$ cat config.mk
export PLATFORM = sky130hd
export DESIGN_NAME = cmd_ring_fetch
export DESIGN_NICKNAME = d
export VERILOG_FILES = /design/src/rtl/crf_pkg.sv /design/src/rtl/crf_wptr_reg.sv /design/src/rtl/crf_fetch.sv /design/src/rtl/crf_outq.sv /design/src/rtl/cmd_ring_fetch.sv
export SDC_FILE = /design/constraint.sdc
export NUM_CORES = 1
export LEC_CHECK = 0
export ABC_AREA = 1
export ABC_CLOCK_PERIOD_IN_PS = 2450
export BUFFER_PORTS_ARGS = -buffer_cell sky130_fd_sc_hd__buf_2
export CAP_MARGIN = 20
export CELL_PAD_IN_SITES_DETAIL_PLACEMENT = 1
export CELL_PAD_IN_SITES_GLOBAL_PLACEMENT = 1
export CORE_ASPECT_RATIO = 0.5
export CORE_MARGIN = 1
export CORE_UTILIZATION = 33
export DETAILED_ROUTE_END_ITERATION = 8
export GPL_TIMING_DRIVEN = 0
export PLACE_DENSITY = 0.88
export SLEW_MARGIN = 20
export SYNTH_ARGS = -nofsm -noshare
export SYNTH_HDL_FRONTEND = slang
export SYNTH_SLANG_ARGS = --single-unit
$ cat constraint.sdc
create_clock -name clk -period 2.45 [get_ports clk]
set_clock_uncertainty 0.1 [all_clocks]
set_input_delay 0.3675 -clock clk [delete_from_list [all_inputs] [get_ports clk]]
set_output_delay 0.3675 -clock clk [all_outputs]
set_load 0.02 [all_outputs]
$ cat src/rtl/crf_pkg.sv
`timescale 1ns/1ps
package crf_pkg;
    // Host register selects
    localparam logic [1:0] HREG_WPTR = 2'd0;
    localparam logic [1:0] HREG_RPTR = 2'd1;
    localparam logic [1:0] HREG_STAT = 2'd2;
    localparam logic [1:0] HREG_FREE = 2'd3;

    // Status word layout
    localparam int STAT_CNT_W      = 12;
    localparam int STAT_BUSY_BIT   = 16;
    localparam int STAT_ACTIVE_BIT = 31;

    localparam int WORD_W     = 32;
    localparam int BYTES_LOG2 = 2;
endpackage

$ cat src/rtl/crf_wptr_reg.sv
`timescale 1ns/1ps
module crf_wptr_reg #(
    parameter int PW = 10
) (
    input  logic          clk,
    input  logic          rst,
    input  logic          load,
    input  logic [PW-1:0] load_val,
    output logic [PW-1:0] wptr
);
    typedef struct packed {
        logic [PW-1:0] wptr;
    } wp_state_t;

    wp_state_t s_d, s_q;

    always_comb begin
        s_d = s_q;
        if (load) begin
            s_d.wptr = load_val;
        end
    end

    always_ff @(posedge clk) begin
        if (rst) begin
            s_q <= '0;
        end else begin
            s_q <= s_d;
        end
    end

    assign wptr = s_q.wptr;
endmodule

$ cat src/rtl/crf_fetch.sv
`timescale 1ns/1ps
module crf_fetch #(
    parameter int RING_WORDS = 1024,
    parameter int OVR_WORDS  = 32,
    localparam int PW  = $clog2(RING_WORDS),
    localparam int MAW = $clog2(RING_WORDS + OVR_WORDS)
) (
    input  logic           clk,
    input  logic           rst,
    input  logic           quirk_en,
    input  logic [PW-1:0]  wptr,
    input  logic           credit_ok,
    output logic [PW-1:0]  rptr,
    output logic           mem_rd_en,
    output logic [MAW-1:0] mem_addr,
    output logic           rd_inflight
);
    localparam int END_PHYS = RING_WORDS + OVR_WORDS;

    typedef struct packed {
        logic [MAW-1:0] phys;
        logic           inflight;
    } fe_state_t;

    fe_state_t s_d, s_q;

    logic          issue;
    logic [MAW:0]  phys_inc;
    logic [PW-1:0] log_inc;

    always_comb begin
        s_d      = s_q;
        issue    = (s_q.phys[PW-1:0] != wptr) && credit_ok;
        phys_inc = {1'b0, s_q.phys} + (MAW+1)'(1);
        log_inc  = s_q.phys[PW-1:0] + PW'(1);
        s_d.inflight = issue;
        if (issue) begin
            if (quirk_en && (phys_inc < (MAW+1)'(END_PHYS))) begin
                s_d.phys = phys_inc[MAW-1:0];
            end else begin
                s_d.phys = {{(MAW-PW){1'b0}}, log_inc};
            end
        end
    end

    always_ff @(posedge clk) begin
        if (rst) begin
            s_q <= '0;
        end else begin
            s_q <= s_d;
        end
    end

    assign rptr        = s_q.phys[PW-1:0];
    assign mem_rd_en   = issue;
    assign mem_addr    = quirk_en ? s_q.phys : {{(MAW-PW){1'b0}}, s_q.phys[PW-1:0]};
    assign rd_inflight = s_q.inflight;
endmodule

$ cat src/rtl/crf_outq.sv
`timescale 1ns/1ps
module crf_outq #(
    parameter int DW    = 32,
    parameter int DEPTH = 2,
    localparam int IW = (DEPTH > 1) ? $clog2(DEPTH) : 1,
    localparam int CW = $clog2(DEPTH + 1)
) (
    input  logic          clk,
    input  logic          rst,
    input  logic          push,
    input  logic [DW-1:0] push_data,
    input  logic          pop,
    output logic          valid,
    output logic [DW-1:0] data,
    output logic [CW-1:0] count
);
    typedef struct packed {
        logic [DEPTH-1:0][DW-1:0] slots;
        logic [IW-1:0]            wr;
        logic [IW-1:0]            rd;
        logic [CW-1:0]            cnt;
    } oq_state_t;

    oq_state_t s_d, s_q;

    function automatic logic [IW-1:0] bump(input logic [IW-1:0] p);
        return (p == IW'(DEPTH - 1)) ? '0 : p + IW'(1);
    endfunction

    always_comb begin
        s_d = s_q;
        if (push) begin
            s_d.slots[s_q.wr] = push_data;
            s_d.wr            = bump(s_q.wr);
        end
        if (pop) begin
            s_d.rd = bump(s_q.rd);
        end
        s_d.cnt = s_q.cnt + CW'(push) - CW'(pop);
    end

    always_ff @(posedge clk) begin
        if (rst) begin
            s_q <= '0;
        end else begin
            s_q <= s_d;
        end
    end

    assign valid = (s_q.cnt != '0);
    assign data  = s_q.slots[s_q.rd];
    assign count = s_q.cnt;
endmodule

$ cat src/rtl/cmd_ring_fetch.sv
`timescale 1ns/1ps
module cmd_ring_fetch
    import crf_pkg::*;
#(
    parameter int RING_WORDS = 1024,
    parameter int OVR_WORDS  = 32,
    parameter int Q_DEPTH    = 2,
    localparam int PW  = $clog2(RING_WORDS),
    localparam int MAW = $clog2(RING_WORDS + OVR_WORDS)
) (
    input  logic           clk,
    input  logic           rst,
    input  logic           quirk_en,
    input  logic           host_we,
    input  logic [1:0]     host_addr,
    input  logic [31:0]    host_wdata,
    output logic [31:0]    host_rdata,
    output logic           mem_rd_en,
    output logic [MAW-1:0] mem_addr,
    input  logic [31:0]    mem_rdata,
    output logic           cmd_valid,
    input  logic           cmd_ready,
    output logic [31:0]    cmd_data,
    output logic           busy
);
    localparam int CW = $clog2(Q_DEPTH + 1);
    localparam int BW = PW + BYTES_LOG2 + 1;

    typedef struct packed {
        logic busy;
    } top_state_t;

    top_state_t s_d, s_q;

    logic [PW-1:0] wptr;
    logic [PW-1:0] rptr;
    logic          rd_inflight;
    logic          credit_ok;
    logic          pop;
    logic [CW-1:0] q_cnt;
    logic [CW:0]   load;
    logic [PW-1:0] gap;
    logic [PW-1:0] pending;
    logic [PW:0]   free_words;
    logic [BW-1:0] free_bytes;
    logic          active;
    logic [31:0]   status;

    crf_wptr_reg #(.PW(PW)) i_wptr (
        .clk      (clk),
        .rst      (rst),
        .load     (host_we && (host_addr == HREG_WPTR)),
        .load_val (host_wdata[PW-1:0]),
        .wptr     (wptr)
    );

    crf_fetch #(.RING_WORDS(RING_WORDS), .OVR_WORDS(OVR_WORDS)) i_fetch (
        .clk         (clk),
        .rst         (rst),
        .quirk_en    (quirk_en),
        .wptr        (wptr),
        .credit_ok   (credit_ok),
        .rptr        (rptr),
        .mem_rd_en   (mem_rd_en),
        .mem_addr    (mem_addr),
        .rd_inflight (rd_inflight)
    );

    crf_outq #(.DW(WORD_W), .DEPTH(Q_DEPTH)) i_outq (
        .clk       (clk),
        .rst       (rst),
        .push      (rd_inflight),
        .push_data (mem_rdata),
        .pop       (pop),
        .valid     (cmd_valid),
        .data      (cmd_data),
        .count     (q_cnt)
    );

    always_comb begin
        pop        = cmd_valid && cmd_ready;
        load       = {1'b0, q_cnt} + (CW+1)'(rd_inflight) - (CW+1)'(pop);
        credit_ok  = (load < (CW+1)'(Q_DEPTH));

        gap        = rptr - wptr;
        pending    = wptr - rptr;
        free_words = (gap == '0) ? (PW+1)'(RING_WORDS) : {1'b0, gap};
        free_bytes = {free_words, {BYTES_LOG2{1'b0}}};

        active     = rd_inflight || cmd_valid;
        s_d        = s_q;
        s_d.busy   = (rptr != wptr) || active;

        status                   = '0;
        status[STAT_CNT_W-1:0]   = STAT_CNT_W'(pending);
        status[STAT_BUSY_BIT]    = s_q.busy;
        status[STAT_ACTIVE_BIT]  = active;

        case (host_addr)
            HREG_WPTR: host_rdata = 32'(wptr);
            HREG_RPTR: host_rdata = 32'(rptr);
            HREG_STAT: host_rdata = status;
            default:   host_rdata = 32'(free_bytes);
        endcase
    end

    always_ff @(posedge clk) begin
        if (rst) begin
            s_q <= '0;
        end else begin
            s_q <= s_d;
        end
    end

    assign busy = s_q.busy;
endmodule

==> flow_summary_export.csv <==
group,metric,value,unit
run_status,status,"finished with violations",
run_status,violations,"design-rule violations, negative setup slack",
drt,routedWlPerCell,18.3,microns
global_route,grt_pass1_vias,6259,
global_route,antenna_found_initial,1,
drt,drtIter0Drc,243,
timing,worst_slew_pin_slew,833,ps
clocking,root_buffer,"clkbuf_16",
clocking,cts_buffers,9,
timing,setup_viol,19,
cells_and_area,layoutNonFillerInstCount,1206,
timing,fin_ws,-372,ps
drt,drc,1,
place,placed_cell_area,6110,sq um
power,irDropWorstVdd,0.492,mV
power,p_leak,3.63,nW
cells_and_area,final_util,49.0,%
logic_synthesis,synth_edf_count,0,
global_route,grt_max_degree,14,
min_path,whs_path_depth,3,
floorplan,core_area,15500,sq um
clocking,cts_tree,"built",
drt,vias_per_cell,5.17,
floorplan,die_w,180,microns
clocking,hold_buffers,0,
timing,max_freq,0.354,GHz
place,preCtsSetupSlack,-256,ps
floorplan,rows,32,
clocking,clk_pin_slew,70,ps
min_path,min_path_type,"in2reg",
worst_setup_path,cpMaxStageDelayCell,"fa_2",
worst_setup_path,arrival,2350,ps
timing,hold_viol,0,
worst_setup_path,path_class,"reg2out",
floorplan,pin_count,149,
timing,final_max_slew_viol_count,0,
cells_and_area,num_antenna_cells,0,
timing,grt_setup_unrepaired,"yes",
power,pwr-share-clk,15.1,%
floorplan,fp.dieArea,16400,sq um
logic_synthesis,synth_cells,807,
timing,period_needed,2820,ps
logic_synthesis,synth_ff_type,"dfxtp_1",
min_path,hp-start,"mem_rdata[30]",
worst_setup_path,r2r_start,"i_outq.count[1]$_SDFF_PP0_",
drt,firstDrtPassIters,9,
timing,slew_headroom,44.5,%
drt,routed_wl,22100,microns
floorplan,start_util,33.9,%
place,dp.cells,1135,
global_route,overflow,0,
timing,final.period_utilization,115,%
clocking,insertion_delay,340,ps
logic_synthesis,syn_area_per_cell,6.49,sq um
power,powerDensity,1150,nW/um^2
clocking,clk_path_buf_depth,2,
logic_synthesis,ys_seq_elements,91,
min_path,hold_path_end,"i_outq.s_q[34]$_SDFFE_PP0P_",
timing,setup_tns,-2750,ps
flow_run,drv_cap,0,
cells_and_area,drive_gt1_share,34.1,%
floorplan,fp.dieH,91.1,microns
cells_and_area,syn_to_final_growth,44.4,%
global_route,grtUsageTotal,24.2,%
logic_synthesis,async_reset_ff_share,0,%
logic_synthesis,synthesis.area,5240,sq um
clocking,clock-sinks,91,
clocking,htree_levels,3,
place,dp_hpwl,13000,microns
power,p_total,8.67,mW
worst_setup_path,cp_max_fo,3,
worst_setup_path,cp-start-kind,"register",
logic_synthesis,ys_seq_area_share,34.8,%
cells_and_area,nNetsFinal,1094,
cells_and_area,stdcell_area,7570,sq um
worst_setup_path,cpPeakStageDelay,420,ps
power,power_frac_comb,61.2,%
drt,vias,6239,
worst_setup_path,crit_path_frequent_cell,"nand2_2",
worst_setup_path,path_cells,"inv_4 -> ha_4 -> inv_4 -> fa_2 -> nand2_2 -> nand3_2 -> nand3_2 -> nand2_2 -> nand2_2 -> nand2_1 -> nor2_1 -> nand2_1 -> nor3_2 -> buf_4",
drt,final_antenna_net_count,0,
global_route,grt_pass1_wl,31600,microns
worst_setup_path,crit_path_end_kind,"output pin",
power,power.switching,3.95,mW
place,io_buffer_count,108,
power,swShare,45.5,%
power,intPower,4.72,mW
worst_setup_path,r2r_setup_slack,-200,ps
timing,holdWs,173,ps
logic_synthesis,synth_cell_types,41,
worst_setup_path,r2r_cells,16,
worst_setup_path,r2r_end,"i_fetch.rptr[3]$_SDFFE_PP0P_",
power,seq_power_share,23.7,%
logic_synthesis,synth_warnings,0,
place,finalWeightedCongestion,0.885,
worst_setup_path,required,1980,ps
synthesized netlist by cell type (all sizes together), types with 2 or more instances:
cell     instances  share of area, %
o21ai           88               8.4
nor3             7              0.76
clkinv           2              0.14
o221ai           2              0.33
or2              3              0.36
clkbuf          27               1.9
nor2           159                12
o22ai            3              0.36
nand3b           5              0.72
inv             68               4.9
a211oi           2              0.38
buf             35               4.8
a31oi            4              0.48
o2111ai          3              0.50
nand2          204                15
fa               3               1.1
nand4            8              0.96
a21oi           27               2.6
ha              21               5.0
dfxtp           91                35
nand3           38               3.7
placed cells by master (no fill, tap or decap), types with 6 or more instances in the layout:
| cell | Yosys | final |
|---|---|---|
| nand3_1 | 37 | 22 |
| a21oi_2 | 0 | 7 |
| nand4_1 | 8 | 8 |
| conb_1 | 1 | 17 |
| clkbuf_1 | 27 | 26 |
| buf_4 | 29 | 77 |
| ha_4 | 0 | 12 |
| buf_2 | 2 | 97 |
| inv_4 | 0 | 6 |
| nor2_1 | 155 | 150 |
| nand3_2 | 1 | 14 |
| o21ai_0 | 83 | 79 |
| dfxtp_4 | 0 | 8 |
| inv_2 | 1 | 7 |
| nor2_4 | 2 | 7 |
| buf_6 | 1 | 22 |
| ha_1 | 21 | 9 |
| a21oi_1 | 27 | 16 |
| nand2_4 | 1 | 8 |
| nand2_2 | 4 | 18 |
| dfxtp_2 | 0 | 7 |
| clkbuf_16 | 0 | 9 |
| inv_1 | 67 | 49 |
| dfxtp_1 | 91 | 76 |
| nand2_1 | 199 | 177 |
power groups by stage:
stage,combinational [mW],sequential (mW),clock [mW]
final,5.31,2.05,1.31
after global routing,5.66,2.08,1.40
after CTS,4.25,2.04,1.31
after detailed placement,3.44,2.06,0
after global placement,3.32,2.04,0
after floorplan,2.46,1.99,0
worst max-delay path: cells and delay by family, from the launching register on:
family        cells  cell delay, ps
simple gates      9             810
flops             1             370
fa+ha+maj         2             560
buf+inv           3             260
cell families after synthesis:
| family | after synthesis | share of synthesized area, % |
|---|---|---|
| flops | 91 | 34.8 |
| compound gates | 132 | 13.5 |
| xor+xnor | 2 | 0.334 |
| simple gates | 425 | 33.5 |
| buf+inv | 132 | 11.7 |
| fa+ha+maj | 24 | 6.16 |
| other cells | 1 | 0.0716 |
flip-flops by register name, summed over array words and instances, names as in the netlist:
register and cells:
i_fetch.rd_inflight 1, i_outq.s_q 66, i_wptr.wptr 10, i_outq.count 2
i_fetch.rptr 10, busy 1, i_fetch.s_q 1
layer usage:
metal | vias to the layer above | wire length [microns] | global-route usage (%)
met3 | 87 | 1080 | 3.89
met2 | 235 | 11400 | 46.0
met4 | 2 | 910 | 6.91
met1 | 2996 | 8730 | 27.8
li1 | 2919 | - | -
met5 | - | 8 | 0
what timing repair did:
| action | 4_1_cts | 5_1_grt |
|---|---|---|
| cloned | 1 | 0 |
| pin swaps | 32 | 47 |
| endpoints found under the setup margin | 23 | 30 |
| setup buffers | 31 | 26 |
| resized for setup | 126 | 89 |
worst max path at each step:
stage / end / cells after the start / slack (ps) / from
after global placement: mem_rd_en / 12 / -200 / cmd_ready
after floorplan: mem_rd_en / 12 / 40 / i_outq.count[0]$_SDFF_PP0_
after CTS: mem_rd_en / 13 / -320 / i_outq.count[1]$_SDFF_PP0_
final: host_rdata[12] / 14 / -370 / i_fetch.rptr[0]$_SDFFE_PP0P_
after detailed placement: mem_rd_en / 13 / -260 / i_outq.count[0]$_SDFF_PP0_
after global routing: host_rdata[12] / 14 / -500 / i_fetch.rptr[0]$_SDFFE_PP0P_
final cells by class:
cell class,instances,area [sq um]
clock buffers,12,256
inverters,70,305
fillers,1972,7890
multi-input cells,600,3440
repair buffers,165,1070
clock inverters,2,12.5
flip-flops and latches,91,1860
well taps,204,255
plain buffers,62,372
Note: power is estimated with default switching activity, not from simulation.
